==> config.mk <==
export PLATFORM = sky130hd
export DESIGN_NAME = nand_prog_seq
export DESIGN_NICKNAME = d
export VERILOG_FILES = /design/src/rtl/nand_prog_seq.sv
export SDC_FILE = /design/constraint.sdc
export NUM_CORES = 1
export LEC_CHECK = 0
export ABC_CLOCK_PERIOD_IN_PS = 4300
export BUFFER_PORTS_ARGS = -buffer_cell sky130_fd_sc_hd__buf_2
export CAP_MARGIN = 5
export CORE_MARGIN = 2
export CORE_UTILIZATION = 40
export DETAILED_ROUTE_END_ITERATION = 10
export PLACE_DENSITY = 0.68
export SYNTH_ARGS = -nofsm -noshare
export SYNTH_HDL_FRONTEND = slang
export SYNTH_SLANG_ARGS = --single-unit
==> constraint.sdc <==
create_clock -name clk -period 4.3 [get_ports clk]
set_clock_uncertainty 0.15 [all_clocks]
set_input_delay 0.43 -clock clk [delete_from_list [all_inputs] [get_ports clk]]
set_output_delay 0.43 -clock clk [all_outputs]
set_load 0.05 [all_outputs]
==> src/rtl/nand_prog_seq.sv <==
module nand_prog_seq #(
  parameter int WE_CLKS   = 2,
  parameter int TMO_CLKS  = 4000,
  parameter int MAX_BYTES = 528,
  parameter int MAX_PART  = 10,
  parameter int TRK_W     = 5,
  parameter int LEN_W     = 10
) (
  input  logic             clk,
  input  logic             rst_n,
  input  logic             req_valid,
  output logic             req_ready,
  input  logic [15:0]      req_page,
  input  logic [7:0]       req_col,
  input  logic [LEN_W-1:0] req_len,
  input  logic             req_poll,
  input  logic             dat_valid,
  output logic             dat_ready,
  input  logic [7:0]       dat_byte,
  input  logic             erase_clr,
  output logic [7:0]       nf_io_out,
  output logic             nf_io_oe,
  output logic             nf_cle,
  output logic             nf_ale,
  output logic             nf_we_n,
  output logic             nf_re_n,
  input  logic [7:0]       nf_io_in,
  input  logic             nf_rb,
  output logic             done,
  output logic [2:0]       result
);
  localparam int PH_W  = $clog2(2*WE_CLKS+1);
  localparam int TMO_W = $clog2(TMO_CLKS+1);
  localparam int CNT_W = $clog2(MAX_PART+1);
  localparam int TRK_N = 1 << TRK_W;

  typedef enum logic [2:0] {IDLE, C80, ADR, DAT, C10, WRB, C70, RST} st_t;

  st_t              st;
  logic [PH_W-1:0]  ph;
  logic [1:0]       aidx;
  logic [LEN_W-1:0] left;
  logic [15:0]      page;
  logic [7:0]       col, dbyte;
  logic             poll, st_rdy, st_fail;
  logic [TMO_W-1:0] tmo;
  logic [CNT_W-1:0] cnt [TRK_N];
  logic             unused_io;

  wire [TRK_W-1:0] ridx = req_page[TRK_W-1:0];
  wire last_ph = ph == PH_W'(2*WE_CLKS);
  wire low     = ph != '0 && ph <= PH_W'(WE_CLKS);
  wire hold    = st == DAT && ph == '0 && !dat_valid;
  wire wr_st   = st inside {C80, ADR, DAT, C10, C70};
  wire tmo_hit = tmo == TMO_W'(TMO_CLKS-1);
  wire take    = req_valid && st == IDLE && req_len != '0 &&
                 req_len <= LEN_W'(MAX_BYTES) && cnt[ridx] < CNT_W'(MAX_PART);

  assign req_ready = st == IDLE;
  assign dat_ready = st == DAT && ph == '0;
  assign nf_we_n   = !(wr_st && low);
  assign nf_re_n   = !(st == RST && low);
  assign nf_io_oe  = wr_st;
  assign nf_cle    = st inside {C80, C10, C70};
  assign nf_ale    = st == ADR;
  assign unused_io = ^nf_io_in[5:1] ^ nf_io_in[7];

  always_comb begin
    case (st)
      C80:     nf_io_out = 8'h80;
      ADR:     nf_io_out = aidx == 2'd0 ? col : aidx == 2'd1 ? page[7:0] : page[15:8];
      DAT:     nf_io_out = dbyte;
      C10:     nf_io_out = 8'h10;
      C70:     nf_io_out = 8'h70;
      default: nf_io_out = 8'h00;
    endcase
  end

  always_ff @(posedge clk) begin
    if (!rst_n) begin
      for (int i = 0; i < TRK_N; i++) cnt[i] <= '0;
    end else if (erase_clr) begin
      for (int i = 0; i < TRK_N; i++) cnt[i] <= '0;
    end else if (take) begin
      cnt[ridx] <= cnt[ridx] + 1'b1;
    end
  end

  always_ff @(posedge clk) begin
    if (!rst_n) begin
      st <= IDLE; ph <= '0; aidx <= '0; left <= '0; page <= '0; col <= '0;
      dbyte <= '0; poll <= 1'b0; st_rdy <= 1'b0; st_fail <= 1'b0; tmo <= '0;
      done <= 1'b0; result <= '0;
    end else begin
      done <= 1'b0;
      if (st == IDLE || st == WRB || hold || last_ph) ph <= '0;
      else ph <= ph + 1'b1;
      case (st)
        IDLE: if (req_valid) begin
          if (take) begin
            st <= C80; page <= req_page; col <= req_col; left <= req_len; poll <= req_poll;
          end else begin
            done   <= 1'b1;
            result <= req_len > LEN_W'(MAX_BYTES) ? 3'd3 : req_len == '0 ? 3'd4 : 3'd5;
          end
        end
        C80: if (last_ph) begin st <= ADR; aidx <= '0; end
        ADR: if (last_ph) begin
          aidx <= aidx + 1'b1;
          if (aidx == 2'd2) st <= DAT;
        end
        DAT: begin
          if (dat_ready && dat_valid) dbyte <= dat_byte;
          if (last_ph) begin
            left <= left - 1'b1;
            if (left == LEN_W'(1)) st <= C10;
          end
        end
        C10: if (last_ph) begin tmo <= '0; st <= poll ? C70 : WRB; end
        WRB: begin
          tmo <= tmo + 1'b1;
          if (nf_rb) begin st <= C70; tmo <= '0; end
          else if (tmo_hit) begin st <= IDLE; done <= 1'b1; result <= 3'd2; end
        end
        C70: begin
          tmo <= tmo + 1'b1;
          if (last_ph) st <= RST;
        end
        RST: begin
          tmo <= tmo + 1'b1;
          if (ph == PH_W'(WE_CLKS)) begin st_rdy <= nf_io_in[6]; st_fail <= nf_io_in[0]; end
          if (last_ph && (!poll || st_rdy)) begin
            st <= IDLE; done <= 1'b1; result <= {2'b00, st_fail};
          end else if (poll && tmo_hit) begin
            st <= IDLE; done <= 1'b1; result <= 3'd2;
          end
        end
        default: st <= IDLE;
      endcase
    end
  end
endmodule

# ---- Word level (Yosys, flattened, before mapping)
# Memory sizes are Yosys's and may differ from the RTL's.
# Cells that the tools add are included.
dict set report totals {
  ramBits 128
  wordCells 213
  reg_bits 69
  output_inout_bits 19
  n_memories 1
  in_bits 57
}
dict set report op_classes {
  add_sub_neg 5
  n_eq_ne 27
  magnitude_cmp 4
  n_bitwise 33
  n_mux 87
  reduce_logical 43
}
# name depth width read_ports rd_ports_with_merged_regs write_ports line_no
set mem_list {}
lappend mem_list {cnt 32 4 1 0 32 47} ;# logic [CNT_W-1:0] cnt [TRK_N];
# cell n
set op_table {}
lappend op_table {{4-bit two-way mux} 33}
lappend op_table {{3-bit two-way mux} 20}
lappend op_table {{8-bit case mux with 5 select lines} 1}
lappend op_table {{12-bit case mux with 3 select lines} 1}
lappend op_table {{1-bit bitwise OR} 32}
lappend op_table {{10-bit two-way mux} 3}
lappend op_table {{12-bit two-way mux} 2}
lappend op_table {{3-bit case mux with 8 select lines} 1}
lappend op_table {{10-bit case mux with 2 select lines} 1}
lappend op_table {{1-bit two-way mux} 16}
lappend op_table {{8-bit two-way mux} 2}
lappend op_table {{2-bit inequality test (second input constant)} 8}
lappend op_table {{3-bit equality test (second input constant)} 5}
lappend op_table {{12-bit by 1-bit adder with 12-bit output (second input constant)} 1}
lappend op_table {{12-bit equality test (second input constant)} 1}
lappend op_table {{1-bit logical AND} 12}
lappend op_table {{3-bit nonzero test} 4}
lappend op_table {{11-bit AND reduction} 1}
lappend op_table {{10-bit by 1-bit equality test with 1-bit output (second input constant)} 1}
lappend op_table {{10-bit greater-than comparator (second input constant)} 1}
lappend op_table {{10-bit less-or-equal comparator (second input constant)} 1}
lappend op_table {{10-bit logical NOT} 1}
lappend op_table {{10-bit nonzero test} 1}
lappend op_table {{10-bit by 1-bit subtractor with 10-bit output (second input constant)} 1}
lappend op_table {{other kinds (30)} 49}

# ---- Longest topological paths before layout
dict set report logic_depth {
  depth_word 11
  mapped_depth 14
  ltp_nobuf 9
}

# ---- Least setup slack after synthesis
# OpenSTA, ideal clock, no wires.
dict set report synth_timing {
  kind {register to output}
  from {register st[1]}
  to {output port nf_io_out[0]}
  path_slack_ns 1.127
  path_stages_with_launch 4
  arrival_ns 2.593
  t_required_ns 3.720
  n_path_buf 1
  path_cell_list {dfxtp_1 -> clkbuf_1 -> nor3b_1 -> a22o_1}
}
dict set report synth_between {
  elab_chain_cells 2
  word_cells_on_any_way 6
  classes_between {5 x eq/ne; 1 x mux}
}
# element line_no
set synth_rtl {}
lappend synth_rtl {{start, declared} 39} ;# st_t st;
lappend synth_rtl {{start signal, assigned} 91} ;# st <= IDLE; ph <= '0; aidx <= '0; left <= '0; page <= '0; col <= '0;
lappend synth_rtl {{start signal, assigned} 101} ;# st <= C80; page <= req_page; col <= req_col; left <= req_len; poll <= req_poll;
lappend synth_rtl {{start signal, assigned} 107} ;# C80: if (last_ph) begin st <= ADR; aidx <= '0; end
lappend synth_rtl {{3-bit by 2-bit equality test with 1-bit output} n/a}
lappend synth_rtl {{via nf_ale} 24} ;# output logic nf_ale,
lappend synth_rtl {{8-bit case mux with 5 select lines} 69} ;# case (st)
lappend synth_rtl {{end, declared} 21} ;# output logic [7:0] nf_io_out,
# The timed path passes the listed nets, and every way through them passes these cells.

==> reports/metrics.cfg <==
[run_status]
status=finished, final reports clean

[global_route]
grt_pass1_wl_um=41100
grt.met3_usage_pct=3.83
use_met1_pct=27.2
gr-usage-met2_pct=32.3
grt_max_degree=52
grtUsageTotal_pct=19.9
busiest_layer=met2
grt_pass1_vias=7608
overflow=0
antenna_found_initial=0

[yosys]
synth_seq_cells=197
avgSynthCellArea_um2=10.2
ys_types=61
syn_inst=980
synth_top_area_share_pct=38.5
yosys_warnings=0
synth_area_leader_cell=edfxtp_1
netlist_top_cells_area=edfxtp_1 (38%), dfxtp_1 (14%), mux2i_1 (4.6%), o21ai_0 (3.9%), nor3_1 (3.6%)
synth-edff-count=128
syn-num-nets=1047
async_reset_ff_share_pct=0
synth_commonest_cells=edfxtp_1 (128), nor2_1 (83), o21ai_0 (77)
post-synth-top-count-cell=edfxtp_1
synth_area_mm2=0.00999
synthFlopType=edfxtp_1
synth_seq_area_share_pct=52.3

[routing]
vias=7930
firstDrtPassIters=6
drtAntennaViolNets=0
vias_per_cell=5.84
drc_errors=0
avgRoutedWirePerCell_um=19.0
drt_iter0_drc=796
wl_um=25800

[power]
vdd_drop_max_mv=0.284
p_seq_share_pct=48.7
power_frac_comb_pct=12.5
swShare_pct=26.6
power.internal_uw=3190
p_leak_uw=0.00395
powerDensity_mw_per_mm2=385
p_sw_uw=1160
clock_power_share_pct=38.8

[worst_setup_path]
arrival_ps=3520
worstSetupPathType=input pin to register
required_ps=4230
crit_path_start_kind=input pin
critPathCaptureType=register
cp_max_fo=23
r2r_end=cnt[15][2]
r2r_slack_ps=1080
r2r_cells=8
r2r_start=cnt[27][0]

[worst_hold_path]
whs_path_depth=3
worstHoldPathType=input pin to register
min_to=st_rdy
worst_hold_startpoint=nf_io_in[6]

[clock_network]
cts_buffers=17
postCtsSetupBuffers=0
clkSinkCount=197
cts_tree=built
worstSkewPairLatency_ps=440
hold_buffers=0
clk_pin_slew_ps=70
cts-htree-levels=4
ctsResizeCount=0
cts_max_path_buffers=2
root_buffer=clkbuf_16

[placement]
dp_slack_ps=217
dp_cells=1327
hpwl_um=17500
portBuffers=69
place_congestion=0.870

[sta]
tightest_slew_ps=1040
rsz0062_at_grt=no
setup_viol=0
relSlewSlack_pct=30.4
slew_violations=0
layout_setup_ws_ps=705
fmax_ghz=0.278
period_share_pct=83.6
min_period_ps=3600
tns_ps=0
final_hold_viol_count=0

[final_layout]
diodes=0
stdcell_count=1359
utilization_pct=46.4
syn_to_final_growth_pct=13.2
final_nets=1089
fillers=2299
drive_gt1_share_pct=18.7

[die]
core-area_mm2=0.0244
io_pins=76
die_w_um=162
fp.dieH_um=162
row_count=57
die_area_mm2=0.0263
initial_utilization_pct=41.0

[flow_run]
drv_cap=0

==> worst max-delay path by stage <==
| stage | from | endpoint | slack, ps | cells past startpoint |
|---|---|---|---|---|
| after floorplan | st[1] | nf_io_out[0] | 1130 | 3 |
| after global placement | req_page[0] | cnt[28][2] | 280 | 10 |
| after detailed placement | req_page[1] | cnt[31][1] | 220 | 10 |
| after CTS | req_page[1] | cnt[11][2] | 700 | 10 |
| after global routing | req_page[1] | cnt[11][2] | 500 | 10 |
| final | req_page[1] | cnt[11][2] | 700 | 10 |
==> cell type report <==
class                   instances  area (um^2)  area share, %
clock buffers                  18          429           3.79
clock inverters                14          189           1.67
inverters                      21         78.8          0.697
multi-input cells             677         4300           38.0
flip-flops and latches        197         5230           46.2
well taps                     324          405           3.58
repair buffers                108          688           6.08
==> registers in the layout, summed over array words and instances (netlist names), 3 cells and up <==
name and flops:
tmo 12, col 8, result 3, st 3
page 16, dbyte 8, cnt 128, left 10
ph 3
==> layer usage <==
metal	wire length, um	vias to the layer above
met5	0	-
met4	492	0
met3	1740	41
met2	12400	336
met1	11200	3820
li1	-	3733
==> cell usage in the layout, fill, tap and decap left out, types with 7 or more instances in the layout <==
cell type	instances
buf_4	35
buf_2	69
nor3_1	72
nand3_1	45
mux2i_1	46
dfxtp_1	69
ha_1	10
nand4_1	16
edfxtp_1	128
mux2_2	19
a22oi_1	9
clkbuf_16	17
nor2b_1	8
and2_1	7
nand2_1	70
nor2_1	82
o22ai_1	25
nor4_1	12
or2_2	11
o21ai_0	77
or4_1	7
a21oi_1	54
nor4_2	12
mux4_2	8
inv_1	20
==> critical path, cell delays in order <==
cell	delay, ps
buf_2	420
buf_12	270
mux2i_1	270
o22ai_1	150
nor4_1	360
nand2_1	240
o21ai_4	310
nand3_1	270
buf_4	250
o21ai_0	540
==> stage by stage <==
step / hold slack (ps) / instance area (um^2) / power (uW)
after floorplan: 267 / 9990 / 2530
after global placement: 285 / 10700 / 2690
after detailed placement: 298 / 10700 / 2700
after CTS: 62.1 / 11300 / 4360
after global routing: 64.0 / 11300 / 4490
final: 73.1 / 11300 / 4350
==> power groups by stage <==
stage,clock network (uW),logic [uW],registers [uW]
after CTS,1700,538,2120
after detailed placement,0,534,2160
after floorplan,0,357,2170
after global routing,1770,588,2130
final,1690,543,2120
after global placement,0,529,2160
==> logic make-up after synthesis <==
logic type,count (synthesis),share of synthesized area (%)
multiplexers,73,8.55
buffers and inverters,106,4.88
adder cells (fa/ha/maj),10,1.25
XOR/XNOR,10,0.952
AND/OR/NAND/NOR,380,20.0
flip-flops,197,52.3
AO/OA/AOI/OAI,204,12.1
(Power assumes the default switching activity.)
